## config.mk

```make
export PLATFORM = sky130hd
export DESIGN_NAME = hb_gate_cond
export DESIGN_NICKNAME = d
export VERILOG_FILES = /design/src/rtl/hbg_pkg.sv /design/src/rtl/hbg_steer.sv /design/src/rtl/hbg_turnon_delay.sv /design/src/rtl/hbg_width_mon.sv /design/src/rtl/hb_gate_cond.sv
export SDC_FILE = /design/constraint.sdc
export NUM_CORES = 1
export LEC_CHECK = 0
export ABC_AREA = 1
export BUFFER_PORTS_ARGS = -buffer_cell sky130_fd_sc_hd__buf_2
export CAP_MARGIN = 15
export CELL_PAD_IN_SITES_DETAIL_PLACEMENT = 1
export CELL_PAD_IN_SITES_GLOBAL_PLACEMENT = 2
export CORE_ASPECT_RATIO = 1.25
export CORE_MARGIN = 1.5
export CORE_UTILIZATION = 30
export DETAILED_ROUTE_END_ITERATION = 7
export GPL_ROUTABILITY_DRIVEN = 0
export HOLD_SLACK_MARGIN = 0.06
export PLACE_DENSITY_LB_ADDON = 0.1
export SYNTH_ARGS = -nofsm -noshare
export SYNTH_HDL_FRONTEND = slang
export SYNTH_SLANG_ARGS = --single-unit
```

## constraint.sdc

```tcl
create_clock -name clk -period 2.6 [get_ports clk]
set_input_delay 0.13 -clock clk [delete_from_list [all_inputs] [get_ports clk]]
set_output_delay 0.13 -clock clk [all_outputs]
set_load 0.1 [all_outputs]
```

## src/rtl/hbg_pkg.sv

```systemverilog
package hbg_pkg;

    typedef enum logic [1:0] {
        MODE_BUCK  = 2'd0,
        MODE_BOOST = 2'd1,
        MODE_DUAL  = 2'd2,
        MODE_RSVD  = 2'd3
    } in_mode_e;

    typedef enum logic [1:0] {
        BYP_NONE = 2'd0,
        BYP_DT   = 2'd1,
        BYP_FULL = 2'd2,
        BYP_RSVD = 2'd3
    } byp_e;

    typedef struct packed {
        logic up;
        logic lo;
    } gate_pair_t;

    // Combination of mode and bypass that must hold the stage off
    function automatic logic cfg_bad(in_mode_e m, byp_e b);
        return (m == MODE_RSVD) || (b == BYP_RSVD) ||
               ((m != MODE_DUAL) && (b != BYP_NONE));
    endfunction

    // Input routing before polarity is applied
    function automatic gate_pair_t steer(in_mode_e m, logic a, logic b);
        gate_pair_t r;
        case (m)
            MODE_BUCK:  r = '{up: a,  lo: ~a};
            MODE_BOOST: r = '{up: ~a, lo: a};
            MODE_DUAL:  r = '{up: a,  lo: b};
            default:    r = '{up: 1'b0, lo: 1'b0};
        endcase
        return r;
    endfunction

endpackage

```

## src/rtl/hbg_steer.sv

```systemverilog
module hbg_steer
    import hbg_pkg::*;
(
    input  in_mode_e   mode_i,
    input  byp_e       byp_i,
    input  logic       inv_up,
    input  logic       inv_lo,
    input  logic       pwm_a,
    input  logic       pwm_b,
    output gate_pair_t path_o,
    output logic       use_dt_o,
    output logic       bad_o
);
    gate_pair_t routed;

    always_comb begin
        routed = steer(mode_i, pwm_a, pwm_b);
        if (byp_i == BYP_FULL) begin
            path_o = '{up: pwm_a, lo: pwm_b};
        end else begin
            path_o = '{up: routed.up ^ inv_up, lo: routed.lo ^ inv_lo};
        end
        use_dt_o = (byp_i == BYP_NONE);
        bad_o    = cfg_bad(mode_i, byp_i);
    end

endmodule

```

## src/rtl/hbg_turnon_delay.sv

```systemverilog
module hbg_turnon_delay #(
    parameter int DT_W = 6
) (
    input  logic            clk,
    input  logic            rst,
    input  logic            hold_low,
    input  logic            use_dt,
    input  logic            din,
    input  logic [DT_W-1:0] dt,
    output logic            q
);
    logic [DT_W-1:0] cnt;
    logic            expired;

    assign expired = ({1'b0, cnt} + {{DT_W{1'b0}}, 1'b1}) >= {1'b0, dt};

    always_ff @(posedge clk) begin
        if (rst) begin
            q   <= 1'b0;
            cnt <= '0;
        end else if (hold_low || !din) begin
            q   <= 1'b0;
            cnt <= '0;
        end else if (!use_dt) begin
            q   <= 1'b1;
            cnt <= '0;
        end else if (!q) begin
            if (expired) begin
                q <= 1'b1;
            end else begin
                cnt <= cnt + 1'b1;
            end
        end
    end

endmodule

```

## src/rtl/hbg_width_mon.sv

```systemverilog
module hbg_width_mon #(
    parameter int MIN_HI = 50,
    parameter int MIN_LO = 200
) (
    input  logic clk,
    input  logic rst,
    input  logic en,
    input  logic din,
    output logic short_hi,
    output logic short_lo
);
    localparam int RUN_MAX = (MIN_LO > MIN_HI) ? MIN_LO : MIN_HI;
    localparam int RUN_W   = $clog2(RUN_MAX + 1);

    logic             prev;
    logic             armed;
    logic [RUN_W-1:0] run;

    always_ff @(posedge clk) begin
        if (rst) begin
            prev     <= 1'b0;
            armed    <= 1'b0;
            run      <= '0;
            short_hi <= 1'b0;
            short_lo <= 1'b0;
        end else begin
            short_hi <= 1'b0;
            short_lo <= 1'b0;
            prev     <= din;
            if (din != prev) begin
                if (armed && en) begin
                    short_hi <= prev  && (run < RUN_W'(MIN_HI));
                    short_lo <= !prev && (run < RUN_W'(MIN_LO));
                end
                armed <= en;
                run   <= RUN_W'(1);
            end else begin
                if (!en) armed <= 1'b0;
                if (run != RUN_W'(RUN_MAX)) run <= run + 1'b1;
            end
        end
    end

endmodule

```

## src/rtl/hb_gate_cond.sv

```systemverilog
module hb_gate_cond
    import hbg_pkg::*;
#(
    parameter int DT_W       = 6,
    parameter int DT_MIN     = 5,
    parameter int DT_MAX     = 15,
    parameter int DT_RST     = 10,
    parameter int MIN_HI_CYC = 50,
    parameter int MIN_LO_CYC = 200
) (
    input  logic            clk,
    input  logic            rst,
    input  logic            pwm_a,
    input  logic            pwm_b,
    input  logic [1:0]      mode,
    input  logic [1:0]      bypass,
    input  logic            inv_up,
    input  logic            inv_lo,
    input  logic            dt_load,
    input  logic [DT_W-1:0] dt_up_cfg,
    input  logic [DT_W-1:0] dt_lo_cfg,
    output logic            gate_up,
    output logic            gate_lo,
    output logic [1:0]      short_hi,
    output logic [1:0]      short_lo,
    output logic            cfg_err
);
    localparam int NPATH = 2;   // index 0 = upper, 1 = lower
    localparam int NIN   = 2;   // index 0 = pwm_a, 1 = pwm_b

    in_mode_e   mode_e;
    byp_e       byp_v;
    gate_pair_t path;
    logic       use_dt;
    logic       bad;

    assign mode_e = in_mode_e'(mode);
    assign byp_v  = byp_e'(bypass);

    hbg_steer u_steer (
        .mode_i   (mode_e),
        .byp_i    (byp_v),
        .inv_up   (inv_up),
        .inv_lo   (inv_lo),
        .pwm_a    (pwm_a),
        .pwm_b    (pwm_b),
        .path_o   (path),
        .use_dt_o (use_dt),
        .bad_o    (bad)
    );

    function automatic logic [DT_W-1:0] clamp_dt(logic [DT_W-1:0] v);
        if (v < DT_W'(DT_MIN)) return DT_W'(DT_MIN);
        if (v > DT_W'(DT_MAX)) return DT_W'(DT_MAX);
        return v;
    endfunction

    logic [NPATH-1:0]           path_bits;
    logic [NPATH-1:0]           gate_q;
    logic [NPATH-1:0][DT_W-1:0] dt_cfg;
    logic [NPATH-1:0][DT_W-1:0] dt_q;
    logic                       load_ok;

    assign path_bits = {path.lo, path.up};
    assign dt_cfg    = {dt_lo_cfg, dt_up_cfg};
    assign load_ok   = dt_load && (gate_q == '0);

    for (genvar p = 0; p < NPATH; p++) begin : g_path
        always_ff @(posedge clk) begin
            if (rst) begin
                dt_q[p] <= DT_W'(DT_RST);
            end else if (load_ok) begin
                dt_q[p] <= clamp_dt(dt_cfg[p]);
            end
        end

        hbg_turnon_delay #(.DT_W(DT_W)) u_dly (
            .clk      (clk),
            .rst      (rst),
            .hold_low (bad),
            .use_dt   (use_dt),
            .din      (path_bits[p]),
            .dt       (dt_q[p]),
            .q        (gate_q[p])
        );
    end

    assign gate_up = gate_q[0];
    assign gate_lo = gate_q[1];

    logic [NIN-1:0] pwm_in;
    logic [NIN-1:0] mon_en;

    assign pwm_in = {pwm_b, pwm_a};
    assign mon_en = {mode_e == MODE_DUAL, 1'b1};

    for (genvar i = 0; i < NIN; i++) begin : g_mon
        hbg_width_mon #(.MIN_HI(MIN_HI_CYC), .MIN_LO(MIN_LO_CYC)) u_mon (
            .clk      (clk),
            .rst      (rst),
            .en       (mon_en[i]),
            .din      (pwm_in[i]),
            .short_hi (short_hi[i]),
            .short_lo (short_lo[i])
        );
    end

    always_ff @(posedge clk) begin
        if (rst) begin
            cfg_err <= 1'b0;
        end else if (bad) begin
            cfg_err <= 1'b1;
        end
    end

endmodule

```

### After elaboration in Yosys (flattened, before gate mapping)

Index checks and enable logic that the tools add are counted.

* add/sub/neg operators: 6
* multipliers: 0
* divide/modulo/power cells: 0
* order comparisons: 10
* eq/ne operators: 11
* shift operators: 0
* mux-type cells: 36
* bitwise gates (word level): 12
* reductions and logical operators: 31

Operator list (number)
* two-way mux 6 bit: 8
* two-way mux 1 bit: 26
* adder 8 x 1 -> 8 bit (second input constant): 2
* less-than comparator 8 x 6 -> 1 bit (second input constant): 2
* less-than comparator 8 bit (second input constant): 2
* != test 8 bit (second input constant): 2
* adder 6 x 1 -> 7 bit (second input constant): 2
* greater-or-equal comparator 7 x 6 -> 1 bit: 2
* adder 6 x 1 -> 6 bit (second input constant): 2
* > comparator 6 x 4 -> 1 bit (second input constant): 2
* less-than comparator 6 x 3 -> 1 bit (second input constant): 2
* OR reduction 3 bit: 4
* NOT 1 bit: 10
* equality test 2 bit (second input constant): 4
* OR reduction 2 bit: 4
* logical AND 1 bit: 7
* logical NOT 2 bit: 3
* one-hot mux 2 bit (3 select lines): 1
* nonzero test 2 bit: 3
* logical NOT 1 bit: 4
* logical OR 1 bit: 4
* != test 2 bit (second input constant): 2
* AND reduction 2 bit: 2
* equality test 2 x 1 -> 1 bit (second input constant): 1
* 3 further kinds: 5

* register bits after elaboration: 51
* latch bits: 0
* RAM bits: 0
* memory bits (read-only): 0
* input port bits: 23
* logic and storage cells: 125
* memories: 0

### Longest topological paths before layout

* word-level depth: 9
* depth in mapped cells: 13
* depth with buffers taken out: 13

### Cells and area by module

Synthesis repeated with hierarchy kept, for this count alone.

* cells, all modules: 452
* area, all modules: 2997.9 um^2

By module, submodules not included
* hbg_width_mon: times used 2, cells each 88, area each 573.0 um^2, seq. area each 240.2 um^2
* hbg_turnon_delay: times used 2, cells each 79, area each 571.8 um^2, seq. area each 140.1 um^2
* hb_gate_cond: times used 1, cells each 86, area each 564.3 um^2, seq. area each 260.2 um^2
* hbg_steer: times used 1, cells each 32, area each 143.9 um^2, seq. area each 0.0 um^2

### Worst setup path after synthesis

No wires, ideal clock.

* path type: register to register
* start: reg g_path[0].u_dly.cnt[2]
* end: reg g_path[0].u_dly.cnt[5]
* library setup time: 114 ps
* data arrival time: 1813 ps
* data required time: 2486 ps
* setup slack: 673 ps
* cell stages (with the launch flop): 11
* buffers on the path: 0
* cell sequence: dfxtp_1 nand3_1 nand3b_1 xor2_1 ha_1 nand3_1 nand3_1 nor2_2 nand2_1 nor2_1 nor2_2

* word-level cells in the longest chain between the ends: 4
* elaborated cells between the ends (all ways): 5
* those cells by class: add/sub: 2; order compare: 1; bitwise: 1; reduce/logical: 1

RTL lines
* start: declaration: RTL line hbg_turnon_delay.sv:12 `logic [DT_W-1:0] cnt;`
* start signal: assignment: RTL line hbg_turnon_delay.sv:31 `cnt <= cnt + 1'b1;`
* adder 6 x 1 -> 7 bit: RTL line hbg_turnon_delay.sv:15 `assign expired = ({1'b0, cnt} + {{DT_W{1'b0}}, 1'b1}) >= {1'b0, dt};`
* greater-or-equal comparator 7 x 6 -> 1 bit: RTL line hbg_turnon_delay.sv:15
* NOT 1 bit (no source line)
* AND reduction 2 bit (no source line)

Several ways; a longest one is shown, not always the timed one.
A chain may end at the register's enable or synchronous reset.

### Worst setup path in the final report

Same ends and word-level chain as after synthesis.

==> implementation parameters <==
Parameter                              Value

STA
  Final TNS setup    0 ns
  Highest achievable clock rate    450.2 MHz
  Setup clock skew after layout    0.006093 ns
  Fin. Hold Viols    0
  Setup ws final    0.3789 ns
  Worst Hold Margin    0.09219 ns
  Final Critical Period    2.221 ns
  Ratio of final minimum period to clock period    0.8543
  Setup repair after global routing missed its margin    no
  Worst Tran Pin Value    0.5056 ns
  Number of endpoints failing setup at the final stage    0
  Max-slew violation total from the final report    0
  Slew HR    0.6652

Setup path
  Dominant cell type by count on the critical path    sky130_fd_sc_hd__nand3_1
  Maximum fanout encountered on the critical timing path    8
  Worst EP arrival    2.43 ns
  Category of the critical setup timing path    flip-flop to flip-flop
  Worst-path cell chain    nand3_1 > nand3b_1 > xor2_1 > ha_1 > nand3_1 > nand3_1 > nor2_2 > nand2_1 > nor2_1 > nor2_2
  Critical Path End Type    flip-flop
  Slowest cell on the critical path    sky130_fd_sc_hd__dfxtp_1
  Longest individual stage delay on the worst path    0.42 ns
  Combined buffer and inverter count along the critical path    0
  Cell family with most CP delay    simple AND/OR/NAND/NOR gates
  Kind of start point of the critical path    flip-flop
  Required time of the worst setup path    2.81 ns

Clock network
  Buffer type at the clock tree root    sky130_fd_sc_hd__clkbuf_8
  Clock slew seen by the registers of the worst setup and hold paths    0.10 ns
  Clock latency of the later-clocked register in the worst-skew pair    0.30 ns
  Total number of clock tree sinks    51
  Post-CTS resize count    0
  Num CTS Buffers    5
  Deepest level of the CTS H-tree    2
  Number of buffers inserted for hold repair after clock tree synthesis    0
  CTS tree    done
  # Post-CTS Setup Buffers    0
  Maximum buffer depth of the clock tree    2

Synth
  Number of distinct library cells after synthesis    35
  Synth Area per Inst    7.196 um2
  Yosys Warn Count    0
  Cells after Synth    374
  Post-synth design cell area    2691 um2
  Total of flip-flops plus latches after synthesis    51
  Share of synthesized area occupied by flip-flops and latches    0.3794
  Total nets after synthesis    413

Cells and area
  Post-route design area    3025 um2
  Most frequent standard cell in the layout excluding fill and tap cells    sky130_fd_sc_hd__nand2_1
  Number of antenna cells inserted    0
  Share of post-route cells with drive strength above 1    0.1213
  Register area    1021 um2
  Final Core Density    0.3477
  Multi-input gate area in the final layout    1403 um2
  Filler Cell Count    1129
  Final net count    442
  Number of cells in the finished layout apart from fillers    524
  Layout overhead on the synthesized area    12.41%
  Leading cell types in the layout, fill and taps excluded    68 x sky130_fd_sc_hd__nand2_1, 55 x sky130_fd_sc_hd__inv_1, 51 x sky130_fd_sc_hd__dfxtp_1, 48 x sky130_fd_sc_hd__nor2_1, 30 x sky130_fd_sc_hd__nand3_1

GRT
  Overall overflow remaining after global route    0
  GRT Util Overall    0.1476
  GRT met1 Usage    0.1664
  Fraction of met2 tracks used by global routing    0.2737
  Routing layer with the top usage in global route    met2
  Number of antenna violations at the first check in global routing    0
  Largest net degree at the start of global routing    18
  Wire length of the first global-routing pass    11.21 mm
  GR Util met3    0.03179
  Via count of the first global-routing pass    2530

Placement
  Placed wire-length estimate after detailed placement    4.951 mm
  Worst setup timing slack at the placement stage    0.3766 ns
  Post-detailed-placement cell area    2940 um2
  Number of placed instances with taps included    516
  Port Buffers    29

Power and ir drop
  PwrDens    490.6 nW/um2
  Final Power    1.484 mW
  Largest vdd supply drop    0.1538 mV
  Leak Pwr    1.352 nW

Die
  Count of standard-cell rows    38
  Num ports    30
  Overall die width    87.72 um
  Overall die height    108.9 um
  Core ar.    8701 um2
  Initial cell density of the core    0.3093
  Die footprint    9552 um2

Drt
  Residual DRC    0
  Number of DRC markers after the initial detailed-route iteration    81
  Routed wire length per instance    11.87 um
  Total via count in the routed design    2404
  Total detailed-routing wirelength    6.220 mm
  Remaining antenna violation count after routing    0
  First-pass detailed-route iteration total    4
  Average via count per standard cell    4.588

Min path
  Class of the worst hold path    input port to flip-flop

Run
  Max_cap viols    0

Run status
  Status    completed
-- worst reg2reg max path: stages (launching register included) --
cell	delay (ns)
sky130_fd_sc_hd__dfxtp_1	0.42
sky130_fd_sc_hd__nand3_1	0.13
sky130_fd_sc_hd__nand3b_1	0.19
sky130_fd_sc_hd__xor2_1	0.21
sky130_fd_sc_hd__ha_1	0.29
sky130_fd_sc_hd__nand3_1	0.09
sky130_fd_sc_hd__nand3_1	0.08
sky130_fd_sc_hd__nor2_2	0.23
sky130_fd_sc_hd__nand2_1	0.25
sky130_fd_sc_hd__nor2_1	0.19
sky130_fd_sc_hd__nor2_2	0.05
-- metal layers --
layer  part of all wire  routed length, um
met5                  0                  0
met2               0.50               3132
met1               0.45               2795
met4              0.013                 82
met3              0.034                210
-- worst paths after layout --
check,end,slack [ns],from,depth (start not counted)
worst max register to register,g_path[0].u_dly.cnt[5],0.38,g_path[0].u_dly.cnt[2],10
worst max-delay path,g_path[0].u_dly.cnt[5],0.38,g_path[0].u_dly.cnt[2],10
worst min register to register,dt_q[5],0.46,dt_q[5],2
worst min-delay path,dt_q[0],0.09,dt_up_cfg[0],3
-- synthesized netlist by cell type --
master                     instances  area share
sky130_fd_sc_hd__nand2_1          68       0.095
sky130_fd_sc_hd__inv_1            55       0.077
sky130_fd_sc_hd__dfxtp_1          51        0.38
sky130_fd_sc_hd__nor2_1           48       0.067
sky130_fd_sc_hd__nand3_1          30       0.056
sky130_fd_sc_hd__a21oi_1          23       0.043
sky130_fd_sc_hd__ha_1             16       0.074
sky130_fd_sc_hd__o21ai_0          15       0.028
sky130_fd_sc_hd__nor3_1           14       0.026
sky130_fd_sc_hd__xor2_1            9       0.029
sky130_fd_sc_hd__nand4_1           5       0.012
sky130_fd_sc_hd__buf_4             4       0.011
sky130_fd_sc_hd__a31oi_1           3      0.0070
sky130_fd_sc_hd__nor2_2            3      0.0070
sky130_fd_sc_hd__nor3b_1           3      0.0084
sky130_fd_sc_hd__xnor2_1           3      0.0098
sky130_fd_sc_hd__and3_1            2      0.0046
sky130_fd_sc_hd__clkinv_1          2      0.0028
sky130_fd_sc_hd__nand2_4           2      0.0084
sky130_fd_sc_hd__o211ai_1          2      0.0056
sky130_fd_sc_hd__or2_2             2      0.0046
sky130_fd_sc_hd__a21oi_4           1      0.0060
sky130_fd_sc_hd__buf_1             1      0.0014
sky130_fd_sc_hd__buf_2             1      0.0019
sky130_fd_sc_hd__buf_6             1      0.0042
sky130_fd_sc_hd__clkbuf_1          1      0.0014
sky130_fd_sc_hd__nand2_2           1      0.0023
sky130_fd_sc_hd__nand3_4           1      0.0065
sky130_fd_sc_hd__nand3b_1          1      0.0028
sky130_fd_sc_hd__nand3b_2          1      0.0042
sky130_fd_sc_hd__nor2_4            1      0.0042
sky130_fd_sc_hd__nor4_1            1      0.0023
sky130_fd_sc_hd__o21bai_1          1      0.0028
sky130_fd_sc_hd__o31ai_1           1      0.0028
sky130_fd_sc_hd__or2_1             1      0.0023
-- power by group --
part | internal [mW] | leakage, nW | switching, mW
combinational | 0.0613 | 0.895 | 0.132
clock | 0.189 | 0.0412 | 0.278
sequential | 0.806 | 0.416 | 0.0182
-- registers in the layout, summed over array words and instances (netlist names), 2 cells and up --
| register | cells |
|---|---|
| dt_q | 12 |
| g_mon.u_mon.armed | 2 |
| g_mon.u_mon.prev | 2 |
| g_mon.u_mon.run | 16 |
| g_mon.u_mon.short_hi | 2 |
| g_mon.u_mon.short_lo | 2 |
| g_path.u_dly.cnt | 12 |
| g_path.u_dly.q | 2 |
-- cell families after synthesis --
logic type	after synthesis	synth area share
xor gates and xnor gates	12	0.03906
adders and majority gates	16	0.07438
and+or+nand+nor	184	0.3129
DFF	51	0.3794
buffers and inverters	65	0.09949
AOI/OAI and AO/OA	46	0.09484
-- cell type report --
class / count / area share
well taps: 120 / 0.04963
clock inverters: 2 / 0.004136
clock buffers: 6 / 0.02399
repair buffers: 30 / 0.05045
flip-flops and latches: 51 / 0.3375
inverters: 57 / 0.07072
multi-input cells: 258 / 0.4636
(Power assumes the default switching activity.)
